## src/rtl/dsr_pkg.sv

```systemverilog
package dsr_pkg;
    localparam int RATE_W = 24;
    localparam int PER_W  = 8;
    localparam int PROD_W = RATE_W + PER_W;

    typedef enum logic [2:0] {
        ST_IDLE,
        ST_LOAD,
        ST_OFF_GO,
        ST_OFF_WAIT,
        ST_RATE_GO,
        ST_RATE_WAIT,
        ST_CMP,
        ST_DONE
    } dsr_state_t;
endpackage

```

## src/rtl/dsr_divider.sv

```systemverilog
// Restoring divider: one quotient bit per cycle, NUM_W cycles per division.
module dsr_divider #(
    parameter int NUM_W = 32,
    parameter int DEN_W = 24
) (
    input  logic             clk,
    input  logic             rst_n,
    input  logic             start,
    input  logic [NUM_W-1:0] num,
    input  logic [DEN_W-1:0] den,
    output logic             done,
    output logic [NUM_W-1:0] quot
);
    localparam int CNT_W = $clog2(NUM_W + 1);

    logic [DEN_W-1:0] rem_q;
    logic [NUM_W-1:0] quo_q;
    logic [CNT_W-1:0] cnt_q;
    logic [DEN_W:0]   trial;
    logic [DEN_W:0]   diff;
    logic             fits;

    always_comb begin
        trial = {rem_q, quo_q[NUM_W-1]};
        diff  = trial - {1'b0, den};
        fits  = (trial >= {1'b0, den});
    end

    always_ff @(posedge clk or negedge rst_n) begin
        if (!rst_n) begin
            rem_q <= '0;
            quo_q <= '0;
            cnt_q <= '0;
            done  <= 1'b0;
        end else begin
            done <= 1'b0;
            if (start) begin
                rem_q <= '0;
                quo_q <= num;
                cnt_q <= CNT_W'(NUM_W);
            end else if (cnt_q != '0) begin
                quo_q <= {quo_q[NUM_W-2:0], fits};
                rem_q <= fits ? diff[DEN_W-1:0] : trial[DEN_W-1:0];
                cnt_q <= cnt_q - 1'b1;
                if (cnt_q == CNT_W'(1)) done <= 1'b1;
            end
        end
    end

    assign quot = quo_q;
endmodule

```

## src/rtl/dsr_errcmp.sv

```systemverilog
// Decides whether a candidate rate is at least as close to the request as the kept one.
module dsr_errcmp #(
    parameter int ACH_W = 32,
    parameter int REQ_W = 24
) (
    input  logic [ACH_W-1:0] cand_rate,
    input  logic [ACH_W-1:0] best_rate,
    input  logic [REQ_W-1:0] req,
    output logic             take
);
    logic [ACH_W-1:0] req_x;
    logic [ACH_W-1:0] cand_err;
    logic [ACH_W-1:0] best_err;

    always_comb begin
        req_x    = ACH_W'(req);
        cand_err = (cand_rate >= req_x) ? (cand_rate - req_x) : (req_x - cand_rate);
        best_err = (best_rate >= req_x) ? (best_rate - req_x) : (req_x - best_rate);
        take     = (cand_err <= best_err);
    end
endmodule

```

## src/rtl/dsr_bestfit.sv

```systemverilog
module dsr_bestfit
    import dsr_pkg::*;
#(
    parameter int RW = RATE_W,
    parameter int PW = PER_W
) (
    input  logic          clk,
    input  logic          rst_n,
    input  logic          start,
    input  logic [RW-1:0] req_rate,
    input  logic [RW-1:0] base_rate,
    input  logic [PW:0]   max_period,
    output logic          busy,
    output logic          done,
    output logic [PW-1:0] on_cnt,
    output logic [PW-1:0] off_cnt,
    output logic [RW+PW-1:0] ach_rate
);
    localparam int AW = RW + PW;
    localparam logic [PW:0] PER_MAX = {1'b0, {PW{1'b1}}};

    dsr_state_t state_q, state_d;

    logic [RW-1:0] req_q, base_q;
    logic [PW-1:0] per_q;
    logic [PW-1:0] cand_on_q, cand_off_q;
    logic [AW-1:0] cand_rate_q;
    logic [PW-1:0] best_on_q, best_off_q;
    logic [AW-1:0] best_rate_q;
    logic [PW-1:0] win_on, win_off;
    logic [AW-1:0] win_rate;
    logic [PW-1:0] per_clamped;

    logic          div_start, div_done;
    logic [AW-1:0] div_num, div_quot;
    logic [RW-1:0] div_den;
    logic          take;
    logic          accept;

    assign accept      = start && (state_q == ST_IDLE || state_q == ST_DONE);
    assign per_clamped = (max_period > PER_MAX) ? PER_MAX[PW-1:0] : max_period[PW-1:0];

    // divider operand selection
    always_comb begin
        div_start = (state_q == ST_OFF_GO) || (state_q == ST_RATE_GO);
        if (state_q == ST_RATE_GO || state_q == ST_RATE_WAIT) begin
            div_num = AW'(base_q) * AW'(cand_off_q);
            div_den = RW'(per_q);
        end else begin
            div_num = AW'(req_q) * AW'(per_q);
            div_den = base_q;
        end
    end

    dsr_divider #(.NUM_W(AW), .DEN_W(RW)) u_div (
        .clk   (clk),
        .rst_n (rst_n),
        .start (div_start),
        .num   (div_num),
        .den   (div_den),
        .done  (div_done),
        .quot  (div_quot)
    );

    dsr_errcmp #(.ACH_W(AW), .REQ_W(RW)) u_cmp (
        .cand_rate (cand_rate_q),
        .best_rate (best_rate_q),
        .req       (req_q),
        .take      (take)
    );

    always_comb begin
        win_on   = take ? cand_on_q   : best_on_q;
        win_off  = take ? cand_off_q  : best_off_q;
        win_rate = take ? cand_rate_q : best_rate_q;
    end

    // state register
    always_ff @(posedge clk or negedge rst_n) begin
        if (!rst_n) state_q <= ST_IDLE;
        else        state_q <= state_d;
    end

    // next state
    always_comb begin
        state_d = state_q;
        unique case (state_q)
            ST_IDLE:      if (start) state_d = ST_LOAD;
            ST_LOAD:      state_d = (base_q == '0 || per_q == '0) ? ST_DONE : ST_OFF_GO;
            ST_OFF_GO:    state_d = ST_OFF_WAIT;
            ST_OFF_WAIT:  if (div_done) state_d = ST_RATE_GO;
            ST_RATE_GO:   state_d = ST_RATE_WAIT;
            ST_RATE_WAIT: if (div_done) state_d = ST_CMP;
            ST_CMP:       state_d = (per_q == PW'(1)) ? ST_DONE : ST_OFF_GO;
            ST_DONE:      state_d = start ? ST_LOAD : ST_IDLE;
            default:      state_d = ST_IDLE;
        endcase
    end

    // datapath and outputs
    always_ff @(posedge clk or negedge rst_n) begin
        if (!rst_n) begin
            req_q       <= '0;
            base_q      <= '0;
            per_q       <= '0;
            cand_on_q   <= '0;
            cand_off_q  <= '0;
            cand_rate_q <= '0;
            best_on_q   <= '0;
            best_off_q  <= PW'(1);
            best_rate_q <= '0;
            on_cnt      <= '0;
            off_cnt     <= PW'(1);
            ach_rate    <= '0;
        end else begin
            if (accept) begin
                req_q       <= req_rate;
                base_q      <= base_rate;
                per_q       <= per_clamped;
                best_on_q   <= '0;
                best_off_q  <= PW'(1);
                best_rate_q <= AW'(base_rate);
            end
            unique case (state_q)
                ST_LOAD: begin
                    if (base_q == '0 || per_q == '0) begin
                        on_cnt   <= '0;
                        off_cnt  <= PW'(1);
                        ach_rate <= AW'(base_q);
                    end
                end
                ST_OFF_WAIT: begin
                    if (div_done) begin
                        cand_off_q <= div_quot[PW-1:0];
                        cand_on_q  <= per_q - div_quot[PW-1:0];
                    end
                end
                ST_RATE_WAIT: begin
                    if (div_done) cand_rate_q <= div_quot;
                end
                ST_CMP: begin
                    best_on_q   <= win_on;
                    best_off_q  <= win_off;
                    best_rate_q <= win_rate;
                    per_q       <= per_q - 1'b1;
                    if (per_q == PW'(1)) begin
                        on_cnt   <= win_on;
                        off_cnt  <= win_off;
                        ach_rate <= win_rate;
                    end
                end
                default: ;
            endcase
        end
    end

    assign busy = (state_q != ST_IDLE) && (state_q != ST_DONE);
    assign done = (state_q == ST_DONE);
endmodule

```

## config.mk

```make
export PLATFORM = sky130hd
export DESIGN_NAME = dsr_bestfit
export DESIGN_NICKNAME = d
export VERILOG_FILES = /design/src/rtl/dsr_pkg.sv /design/src/rtl/dsr_divider.sv /design/src/rtl/dsr_errcmp.sv /design/src/rtl/dsr_bestfit.sv
export SDC_FILE = /design/constraint.sdc
export NUM_CORES = 2
export LEC_CHECK = 0
export ABC_AREA = 1
export CAP_MARGIN = 20
export CORE_UTILIZATION = 65
export DETAILED_ROUTE_END_ITERATION = 10
export HOLD_SLACK_MARGIN = 0.02
export PLACE_DENSITY = 0.86
export SETUP_SLACK_MARGIN = 0.02
export SYNTH_ARGS = -nofsm -noshare
export SYNTH_HDL_FRONTEND = slang
export SYNTH_SLANG_ARGS = --single-unit
```

## constraint.sdc

```tcl
create_clock -name clk -period 8.35 [get_ports clk]
set_input_delay 1.2525 -clock clk [delete_from_list [all_inputs] [get_ports clk]]
set_output_delay 1.2525 -clock clk [all_outputs]
set_load 0.05 [all_outputs]
```

==> run metrics <==
run status complete, no violations; largest clock skew in the final design 0.0181 ns; cell at the root of the clock tree sky130_fd_sc_hd__clkbuf_16; class of the tightest hold or removal check flop to flop; overall track demand over capacity in global routing 0.492; minimum clock period after layout 6.43 ns; global placer's final weighted congestion 1.11; number of buffers created by CTS 31; mean routed wirelength per cell 22.6 um; number of synthesized register bits 266; drt initial violations 4476; input/output buffers 109; First-pass DRT Iterations 9; Core Area 0.0526 mm^2; number of failing hold endpoints at the final stage 0; ratio of final minimum period to clock period 0.771; Post-Synthesis Cells 5147; height of the chip 233 um; final cell area excluding filler cells 0.0369 mm^2; worst relative slew slack 0.227; share of async-settable or async-resettable flops after synthesis 1.00; total of hold buffers inserted after clock tree synthesis 0; maximum fanout along the worst path 49; total negative setup slack 0 ns; Max H-tree Level 1; fmax 0.155 GHz; Synth cell types 64; CTS tree built; Post-Synthesis Mean Instance Area 6.72 um^2; final count of pins violating max slew 0; Die Area 0.0542 mm^2; Most used DFF post-synth sky130_fd_sc_hd__dfrtp_1; worst-skew pair later-pin latency 0.63 ns; transition time at the pin with the least slew margin 1.16 ns; Clock Pin Slew Worst Setup and Hold Paths 0.06 ns; first-pass GRT wire length 199000 um; layout cell share with drive strength beyond 1 0.0333; Num Clock Sinks 266; final-report setup violation count 0; # resized after CTS 0; antenna violations before repair 6; required time worst endpoint 8.85 ns; count of maximum capacitance violations 0; floorplan row count 84; final net count 5711; initial standard-cell utilization of the core 0.659; WL final 132000 um; DRC violation count after routing 0; kind of end point of the critical path flop; Mapped Nets 5745; count of flip-flops with a built-in enable after synthesis 0; placed wire-length estimate 104000 um; sequential cell area fraction in the yosys report 0.192; Overflow after GRT 0; standard cell area after detailed placement 0.0359 mm^2; CTS max path bufs 3; number of vias per cell 6.06; worst slack on hold paths 0.481 ns; unrepaired setup endpoints after global routing no; Ys Warns 0; DIE WIDTH 233 um; Syn Std Cell Area 0.0346 mm^2; fillcell total 4461; type of the setup path with the least slack flop to flop; via count 35300; number of buffers added for setup after CTS 0; Critical Path Start Type flop; synthesis-to-layout area growth 6.77%; residual antenna-violating net count after detailed routing 0; via count of the first global-routing pass 34400; ports placed on the boundary 110; critical path data arrival time 6.94 ns; largest net degree at the start of global routing 145
-- cell families after synthesis --
family | count (synthesis) | synth area share
adders and majority gates | 538 | 0.253
DFF | 266 | 0.192
and+or+nand+nor | 2303 | 0.276
xor gates and xnor gates | 102 | 0.0258
AOI/OAI and AO/OA | 751 | 0.119
buffers and inverters | 1187 | 0.134
-- through the flow --
| stage | utilization | std cells | setup WS, ns |
|---|---|---|---|
| floorplan | - | 5147 | 4.02 |
| global placement | 0.683 | 5767 | 2.29 |
| detailed placement | 0.683 | 5767 | 2.29 |
| CTS | 0.703 | 5823 | 2.25 |
| global route | 0.703 | 5824 | 1.77 |
| finish | 0.703 | 5825 | 1.92 |
-- synthesized netlist by cell type (10+ instances only) --
master,count,share of area
sky130_fd_sc_hd__o21a_1,20,0.0043
sky130_fd_sc_hd__nor2_1,341,0.037
sky130_fd_sc_hd__o22ai_1,19,0.0034
sky130_fd_sc_hd__nand2_1,1490,0.16
sky130_fd_sc_hd__nor2_2,14,0.0025
sky130_fd_sc_hd__buf_2,47,0.0068
sky130_fd_sc_hd__dfrtp_1,264,0.19
sky130_fd_sc_hd__clkbuf_1,122,0.013
sky130_fd_sc_hd__a21o_1,16,0.0035
sky130_fd_sc_hd__o21bai_1,18,0.0039
sky130_fd_sc_hd__inv_1,957,0.10
sky130_fd_sc_hd__nand4_1,55,0.0099
sky130_fd_sc_hd__a21oi_1,286,0.041
sky130_fd_sc_hd__a31oi_1,10,0.0018
sky130_fd_sc_hd__nand3_1,299,0.043
sky130_fd_sc_hd__nand3b_1,24,0.0052
sky130_fd_sc_hd__o21ai_0,260,0.038
sky130_fd_sc_hd__o221ai_1,11,0.0028
sky130_fd_sc_hd__ha_1,268,0.097
sky130_fd_sc_hd__fa_1,270,0.16
sky130_fd_sc_hd__xor2_1,76,0.019
sky130_fd_sc_hd__o211ai_1,11,0.0024
sky130_fd_sc_hd__nor3_1,31,0.0045
sky130_fd_sc_hd__xnor2_1,26,0.0066
sky130_fd_sc_hd__o21ai_1,64,0.0093
sky130_fd_sc_hd__or2_2,13,0.0024
sky130_fd_sc_hd__buf_1,14,0.0015
sky130_fd_sc_hd__inv_2,23,0.0025
-- layout by cell type (no fill, tap or decap), drive strengths merged, types with 2 or more instances in the layout --
cell	count
a21boi	13
a21o	16
a21oi	293
a31oi	10
and2	2
buf	30
bufinv	3
clkbuf	41
clkdlybuf4s50	108
clkinv	9
dfrtp	264
dfstp	2
fa	270
ha	268
inv	984
nand2	1497
nand3	303
nand3b	25
nand4	55
nor2	359
nor3	34
nor4	9
o211ai	11
o21a	20
o21ai	328
o21bai	19
o221ai	11
o22ai	19
o32ai	2
or2	17
xnor2	26
xor2	76
-- state kept, by name, indices dropped and copies added (netlist names), 6 cells and up --
register,flops
ach_rate,32
best_rate_q,32
cand_rate_q,32
u_div.quot,32
base_q,24
req_q,24
u_div.rem_q,24
best_off_q,8
best_on_q,8
cand_off_q,8
cand_on_q,8
off_cnt,8
on_cnt,8
per_q,8
u_div.cnt_q,6
-- worst max-delay path: stages, from the launching register on --
cell and delay (ns):
sky130_fd_sc_hd__dfrtp_1 0.72, sky130_fd_sc_hd__inv_1 0.28, sky130_fd_sc_hd__ha_1 0.58, sky130_fd_sc_hd__nand2_1 0.14
sky130_fd_sc_hd__nor2_2 0.21, sky130_fd_sc_hd__inv_1 0.10, sky130_fd_sc_hd__nor4_1 0.61, sky130_fd_sc_hd__nand3_1 0.25
sky130_fd_sc_hd__nand3_4 0.48, sky130_fd_sc_hd__nand3_1 0.12, sky130_fd_sc_hd__o21ai_1 0.20, sky130_fd_sc_hd__inv_1 0.20
sky130_fd_sc_hd__ha_1 0.31, sky130_fd_sc_hd__nand2_1 0.04, sky130_fd_sc_hd__inv_1 0.06, sky130_fd_sc_hd__nand3_1 0.09
sky130_fd_sc_hd__nor3_2 0.21, sky130_fd_sc_hd__nand4_1 0.12, sky130_fd_sc_hd__buf_4 0.32, sky130_fd_sc_hd__nand2_1 0.30
sky130_fd_sc_hd__buf_4 0.49, sky130_fd_sc_hd__nand2_1 0.17, sky130_fd_sc_hd__nand4_1 0.15, sky130_fd_sc_hd__nand2_1 0.08
-- layout make-up --
| cell class | instances | area, um^2 | share of cell area |
|---|---|---|---|
| Antenna cell | 1 | 2.50 | 0.0000677 |
| Clock buffer | 41 | 863 | 0.0234 |
| Clock inverter | 15 | 179 | 0.00484 |
| Inverter | 982 | 3690 | 0.0998 |
| Multi-Input combinational cell | 3694 | 23300 | 0.632 |
| Sequential cell | 266 | 6660 | 0.180 |
| Tap cell | 688 | 861 | 0.0233 |
| Timing Repair Buffer | 138 | 1350 | 0.0364 |
-- path summary, 6_finish.rpt --
check / to / start / depth (start not counted) / slack, ns
min reg2reg: best_off_q[4]$_DFFE_PN0P_ / best_off_q[4]$_DFFE_PN0P_ / 2 / 0.48
min: best_off_q[4]$_DFFE_PN0P_ / best_off_q[4]$_DFFE_PN0P_ / 2 / 0.48
max reg2reg: off_cnt[7]$_DFFE_PN0P_ / req_q[5]$_DFFE_PN0P_ / 23 / 1.92
max in group asynchronous: cand_rate_q[1]$_DFFE_PN0P_ / rst_n / 2 / 6.22
min in group asynchronous: on_cnt[7]$_DFFE_PN0P_ / rst_n / 1 / 0.70
max: off_cnt[7]$_DFFE_PN0P_ / req_q[5]$_DFFE_PN0P_ / 23 / 1.92
-- metal layers --
metal  vias up  track usage  part of all wire
met2      2450        0.736              0.42
met1     16400        0.600              0.35
met5         -            0           0.00062
met3       617        0.158              0.14
li1      15900            -                 -
met4         8        0.344             0.088
Power is left out: the tool's default activity adds up to more than one toggle a clock period on the data nets, which glitch-free logic cannot reach.
